**src/rtl/dmaes_pkg.sv**
```systemverilog
package dmaes_pkg;
  localparam int unsigned CH_COUNT  = 8;
  localparam int unsigned WORD_BITS = 32;

  typedef enum logic [1:0] {
    ACC_NONE  = 2'd0,
    ACC_READ  = 2'd1,
    ACC_WRITE = 2'd2
  } acc_kind_e;

  function automatic acc_kind_e decode_acc(input logic sel, input logic we);
    if (!sel)    return ACC_NONE;
    else if (we) return ACC_WRITE;
    else         return ACC_READ;
  endfunction
endpackage

```
**src/rtl/dmaes_flag_cell.sv**
```systemverilog
module dmaes_flag_cell (
  input  logic clk,
  input  logic rst_n,
  input  logic set_i,
  input  logic clr_i,
  output logic det_o,
  output logic req_o
);
  logic det_q, req_q;

  // set has priority over clear so that no end event is lost
  always_ff @(posedge clk or negedge rst_n) begin
    if (!rst_n) begin
      det_q <= 1'b0;
      req_q <= 1'b0;
    end else begin
      if (set_i) begin
        det_q <= 1'b1;
        req_q <= 1'b1;
      end else if (clr_i) begin
        det_q <= 1'b0;
        req_q <= 1'b0;
      end
    end
  end

  assign det_o = det_q;
  assign req_o = req_q;
endmodule

```
**src/rtl/dmaes_bus_port.sv**
```systemverilog
module dmaes_bus_port
  import dmaes_pkg::*;
#(
  parameter int unsigned NUM_CH = CH_COUNT,
  parameter int unsigned DW     = WORD_BITS
) (
  input  logic              clk,
  input  logic              rst_n,
  input  logic              sel,
  input  logic              we,
  input  logic [DW-1:0]     wdata,
  input  logic [NUM_CH-1:0] flags,
  output logic [NUM_CH-1:0] clr,
  output logic [DW-1:0]     rdata
);
  localparam int unsigned TOP = DW - 1;

  acc_kind_e     kind;
  logic [DW-1:0] image;

  assign kind = decode_acc(sel, we);

  for (genvar c = 0; c < NUM_CH; c++) begin : g_map
    assign clr[c]         = (kind == ACC_WRITE) && wdata[TOP-c];
    assign image[TOP-c]   = flags[c];
  end
  assign image[DW-NUM_CH-1:0] = '0;

  always_ff @(posedge clk or negedge rst_n) begin
    if (!rst_n)                rdata <= '0;
    else if (kind == ACC_READ) rdata <= image;
    else                       rdata <= '0;
  end
endmodule

```
**src/rtl/dmaes_irq_merge.sv**
```systemverilog
module dmaes_irq_merge #(
  parameter int unsigned NUM_CH = 8
) (
  input  logic [NUM_CH-1:0] req,
  input  logic [NUM_CH-1:0] en,
  output logic [NUM_CH-1:0] ch_irq,
  output logic              any_irq
);
  assign ch_irq  = req & en;
  assign any_irq = |ch_irq;
endmodule

```
**src/rtl/dma_end_status.sv**
```systemverilog
module dma_end_status
  import dmaes_pkg::*;
#(
  parameter int unsigned NUM_CH = CH_COUNT,
  parameter int unsigned DW     = WORD_BITS
) (
  input  logic              clk,
  input  logic              rst_n,
  input  logic [NUM_CH-1:0] end_pulse,
  input  logic [NUM_CH-1:0] irq_en,
  input  logic              bus_sel,
  input  logic              bus_we,
  input  logic [DW-1:0]     bus_wdata,
  output logic [DW-1:0]     bus_rdata,
  output logic [NUM_CH-1:0] ch_irq,
  output logic              irq_any
);
  logic [NUM_CH-1:0] clr_vec;
  logic [NUM_CH-1:0] det_q;
  logic [NUM_CH-1:0] req_q;

  dmaes_bus_port #(.NUM_CH(NUM_CH), .DW(DW)) u_port (
    .clk   (clk),
    .rst_n (rst_n),
    .sel   (bus_sel),
    .we    (bus_we),
    .wdata (bus_wdata),
    .flags (det_q),
    .clr   (clr_vec),
    .rdata (bus_rdata)
  );

  for (genvar c = 0; c < NUM_CH; c++) begin : g_ch
    dmaes_flag_cell u_cell (
      .clk   (clk),
      .rst_n (rst_n),
      .set_i (end_pulse[c]),
      .clr_i (clr_vec[c]),
      .det_o (det_q[c]),
      .req_o (req_q[c])
    );
  end

  dmaes_irq_merge #(.NUM_CH(NUM_CH)) u_irq (
    .req     (req_q),
    .en      (irq_en),
    .ch_irq  (ch_irq),
    .any_irq (irq_any)
  );
endmodule

```
**config.mk**
```make
export PLATFORM = sky130hd
export DESIGN_NAME = dma_end_status
export DESIGN_NICKNAME = d
export VERILOG_FILES = /design/src/rtl/dmaes_pkg.sv /design/src/rtl/dmaes_flag_cell.sv /design/src/rtl/dmaes_bus_port.sv /design/src/rtl/dmaes_irq_merge.sv /design/src/rtl/dma_end_status.sv
export SDC_FILE = /design/constraint.sdc
export NUM_CORES = 1
export LEC_CHECK = 0
export BUFFER_PORTS_ARGS = -buffer_cell sky130_fd_sc_hd__buf_4
export CAP_MARGIN = 0
export CORE_UTILIZATION = 30
export CTS_CLUSTER_SIZE = 14
export DETAILED_ROUTE_END_ITERATION = 10
export GPL_TIMING_DRIVEN = 0
export PLACE_DENSITY = 0.77
export SYNTH_ARGS = -nofsm -noshare
export SYNTH_HDL_FRONTEND = slang
export SYNTH_SLANG_ARGS = --single-unit
```
**constraint.sdc**
```tcl
create_clock -name clk -period 1.5 [get_ports clk]
set_input_delay 0.15 -clock clk [delete_from_list [all_inputs] [get_ports clk]]
set_output_delay 0.15 -clock clk [all_outputs]
set_load 0.1 [all_outputs]
```
* After elaboration in Yosys (flattened, before gate mapping)
Index checks and enable logic that the tools add are counted.
** Storage, ports and cells
- Register bits :: 40
- Input bits :: 52
- Output and inout bits :: 41
- Word-level logic and storage cells :: 48
** Operators by class
- Equal/unequal tests :: 2
- Muxes and demuxes :: 19
- Bitwise logic cells :: 1
- Reduce and logical (&&, ||, !) cells :: 17
** Operators with widths (number)
- 2-to-1 mux 32 bit :: 1
- 2-to-1 mux 1 bit :: 16
- nonzero test 2 bit :: 8
- bitwise AND 8 bit :: 1
- logical AND 1 bit :: 8
- OR reduction 8 bit :: 1
- 2-to-1 mux 2 bit :: 2
- equality test 2 x 1 -> 1 bit (second input constant) :: 1
- equality test 2 bit (second input constant) :: 1

* Longest topological paths before layout
- Depth in word-level cells :: 6
- Gate-level depth with buffers :: 4
- Depth with buffers taken out :: 3

* Modules after synthesis
From an unflattened synthesis, not the netlist that was laid out.
** Unflattened totals
- Cells, all modules :: 94
- Area, all modules :: 958.4 um^2
** By module, submodules not included
- dmaes_bus_port :: instances 1, cells each 51, area each 534.3 um^2, sequential area each 200.2 um^2
- dmaes_flag_cell :: instances 8, cells each 4, area each 43.8 um^2, sequential area each 25.0 um^2
- dmaes_irq_merge :: instances 1, cells each 11, area each 73.8 um^2, sequential area each 0.0 um^2

* Least setup slack after synthesis
Ideal clock, no wire load.
- Path kind :: reg2out
- Start point :: reg g_ch[7].u_cell.det_o (netlist name)
- End point :: out irq_any
- Arrival time :: 2.341 ns
- Required time :: 1.350 ns
- Slack :: -0.991 ns
- Cell stages (with the launch flop) :: 4
- Buffers on the path :: 0
- Cell sequence :: dfrtp_1 -> and2_1 -> or4_1 -> or4_1
** RTL lines
- end: declaration :: line dma_end_status.sv:16 : output logic irq_any

==> impl_metrics.csv <==
group,metric,value,unit
critical_path,cp_data_required_time,1.35,ns
grt,grt_pass1_wl,2230,um
layout,fillerInstances,225,
detailed_routing,drt_pre_antenna_iters,2,
floorplan,die_outline_area,2940,um^2
detailed_routing,drt_iter0_markers,3,
critical_path,critPathMaxFanout,2,
detailed_routing,detail_route.wirelength,1640,um
critical_path,crit_top_cell,"sky130_fd_sc_hd__or4_4",
placement,globalplace.congestion,0.648,
clock_network,clock_latency,0.27,ns
grt,grt_antenna_before_repair,0,
clock_network,clk_pin_slew,0.08,ns
grt,grt_max_degree,17,
floorplan,core-area,2520,um^2
critical_path,worst_setup_path_end_kind,"output pin",
synth,synth.area.top_cells,"sky130_fd_sc_hd__dfrtp_1 (49%), sky130_fd_sc_hd__buf_4 (22%), sky130_fd_sc_hd__and2_1 (11%), sky130_fd_sc_hd__a21o_1 (6.4%), sky130_fd_sc_hd__nand2_1 (3.7%)",
detailed_routing,post_drt_wl_per_cell,9.07,um
synth,distinct_cells_synth,13,
outcome,run_status,"complete, but fails checks",
outcome,violations,"negative setup slack",
critical_path,timing.critical_path.slowest_stage_cell,"sky130_fd_sc_hd__or4_4",
detailed_routing,via_per_inst,3.87,
power,peakVddDrop,0.604,mV
sta,finalWorstPathRequiredPeriod,2.09,ns
detailed_routing,met2_wirelength,775,um
sta,achievable-frequency,478,MHz
synth,yosysWarnings,0,
floorplan,die_x,54.3,um
synth,synth.yosys.seq_area_share,48.9,%
sta,setup_slack,-0.593,ns
detailed_routing,topRoutingLayerUsed,"met4",
synth,synth_largest_type_area_fraction,48.9,%
layout,fin_area,1340,um^2
layout,final_layout_size_suffix_gt1_share,55.0,%
sta,layout_worst_path_cycle_share,140,%
layout,growth_of_design_area_from_synthesis_to_finish,63.7,%
layout,design.final.nets,205,
critical_path,cp_cell_sequence,"and2_4, or4_4, or4_4, buf_12",
grt,vias_in_the_first_global_route,556,
clock_network,clk_root_buffer_cell,"sky130_fd_sc_hd__clkbuf_4",
placement,preCtsSetupSlack,-0.369,ns
synth,post_synth_instance_area,820,um^2
critical_path,startpoint_type,"flip-flop",
critical_path,timing.critical_path.slowest_cell_delay,0.52,ns
detailed_routing,route.vias.total,700,
synth,synthesis.area_per_instance,10.4,um^2
grt,gr_usage_total,11.0,%
floorplan,placementRows,18,
power,power.density_cell_area,1020,nW/um^2
critical_path,critPathKind,"reg2out",
clock_network,ctsLongestPathBuffers,2,
detailed_routing,detail_route.wirelength.met1,593,um
placement,detailed_place.area,1280,um^2
clock_network,clock_sinks,16,
detailed_routing,postRouteAntennaNets,0,
critical_path,critical_path_arrival,1.94,ns
sta,finClkSkew,0.000519,ns
detailed_routing,number_of_drc_violations_after_detailed_routing,0,
layout,n_antenna_cell,0,
sta,rsz_0062_raised_after_global_routing,"yes",
synth,synthesis.instances,79,
critical_path,cp_top_family,"simple AND/OR/NAND/NOR gates",
floorplan,initial_utilization,32.5,%
sta,setup_violations,1,
grt,globalRouteOverflowTotal,0,
floorplan,die_h,54.3,um
critical_path,critical_path_buf_inv_count,1,
flow_run,drv_cap,0,
sta,slew_viol_final,0,
floorplan,design.portCount,93,
sta,finalHoldViolCount,0,
synth,postSynthRegisterBits,16,
power,cellLeakagePower,0.732,nW
clock_network,htree_levels,1,
min_path,hold_path.class,"in2reg",
placement,place.port_buffers,44,
clock_network,cts_tree,"yes",
synth,post-synth-top-area-cell,"sky130_fd_sc_hd__dfrtp_1",
detailed_routing,route.met3.wl,250,um
clock_network,cts_buffers,3,
## state kept, by name, indices dropped and copies added, names as in the netlist
name	flops
g_ch.u_cell.det_o	7
g_ch.u_cell.req_o	1
u_port.rdata	8
## synthesized netlist by cell type
cell / number
sky130_fd_sc_hd__a21o_1: 7
sky130_fd_sc_hd__and2_4: 2
sky130_fd_sc_hd__a21o_2: 1
sky130_fd_sc_hd__or4_1: 2
sky130_fd_sc_hd__buf_4: 24
sky130_fd_sc_hd__nor2b_1: 1
sky130_fd_sc_hd__conb_1: 1
sky130_fd_sc_hd__or2_2: 1
sky130_fd_sc_hd__clkbuf_1: 1
sky130_fd_sc_hd__and2_1: 14
sky130_fd_sc_hd__dfrtp_1: 16
sky130_fd_sc_hd__and2_2: 1
sky130_fd_sc_hd__nand2_1: 8
## cell usage in the layout (no fill, tap or decap), types with 2 or more instances in the layout
cell type,synthesis,layout
sky130_fd_sc_hd__and2_4,2,4
sky130_fd_sc_hd__or4_4,0,2
sky130_fd_sc_hd__a21o_1,7,7
sky130_fd_sc_hd__nand2_1,8,8
sky130_fd_sc_hd__and2_2,1,3
sky130_fd_sc_hd__conb_1,1,24
sky130_fd_sc_hd__buf_4,24,68
sky130_fd_sc_hd__clkbuf_4,0,3
sky130_fd_sc_hd__dfrtp_1,16,16
sky130_fd_sc_hd__and2_1,14,10
## logic make-up (layout without fill, tap and decap cells)
family                 Yosys count  count (layout)  share of synthesized area (%)
buffers and inverters           25              74                           22.4
flip-flops                      16              16                           48.9
other                            1              24                          0.458
AO/OA/AOI/OAI                    8               8                           7.48
AND/OR/NAND/NOR                 29              29                           20.8
## final timing paths
check | start | slack, ns | cells after the start | endpoint
setup / recovery | g_ch[5].u_cell.det_o | -0.59 | 4 | irq_any
hold / removal | end_pulse[7] | 0.05 | 2 | g_ch[7].u_cell.det_o
setup reg to reg | g_ch[5].u_cell.det_o | 0.70 | 2 | g_ch[5].u_cell.det_o
hold reg to reg | g_ch[1].u_cell.det_o | 0.51 | 1 | g_ch[1].u_cell.det_o
max in group asynchronous | rst_n | 1.05 | 2 | u_port.rdata[30]
min in group asynchronous | rst_n | 0.27 | 2 | u_port.rdata[26]
## per-layer routing
metal	global-route usage (%)	vias to the layer above
met5	0	-
met4	7.26	0
met3	2.78	2
met2	21.3	53
met1	9.81	298
li1	-	347
## final cells by class
class	count	area, um^2	share of cell area (%)
plain buffers	25	184	13.7
clock buffers	3	22.5	1.68
flip-flops and latches	16	400	29.9
repair buffers	46	360	26.9
multi-input cells	61	337	25.1
well taps	30	37.5	2.80
## stage by stage
step | hold slack (ns) | power (mW) | std cells | utilization [%] | TNS, ns
global placement | 0.0145 | 1.16 | 176 | 50.9 | -0.358
detailed placement | 0.0164 | 1.16 | 176 | 50.9 | -0.369
CTS | 0.0468 | 1.38 | 181 | 53.2 | -0.613
global route | 0.0435 | 1.42 | 181 | 53.2 | -0.637
floorplan | -0.146 | 1.04 | 102 | - | -0.384
finish | 0.0534 | 1.37 | 181 | 53.2 | -0.593
## power breakdown
group,switching (mW),internal [mW],total (mW),leakage [nW]
Clock,0.114,0.0928,0.207,0.0138
Combinational,0.532,0.162,0.694,0.538
Sequential,0.0116,0.454,0.466,0.180
## what timing repair did
action / 4_1_cts / 5_1_grt
resized for setup: 4 / 0
cloned: 0 / 0
setup endpoints to repair: 1 / 1
hold buffers: 1 / 0
buffers inserted: 1 / 0
endpoints found under the hold margin: 16 / 0
Note: power is estimated with default switching activity, not from simulation.
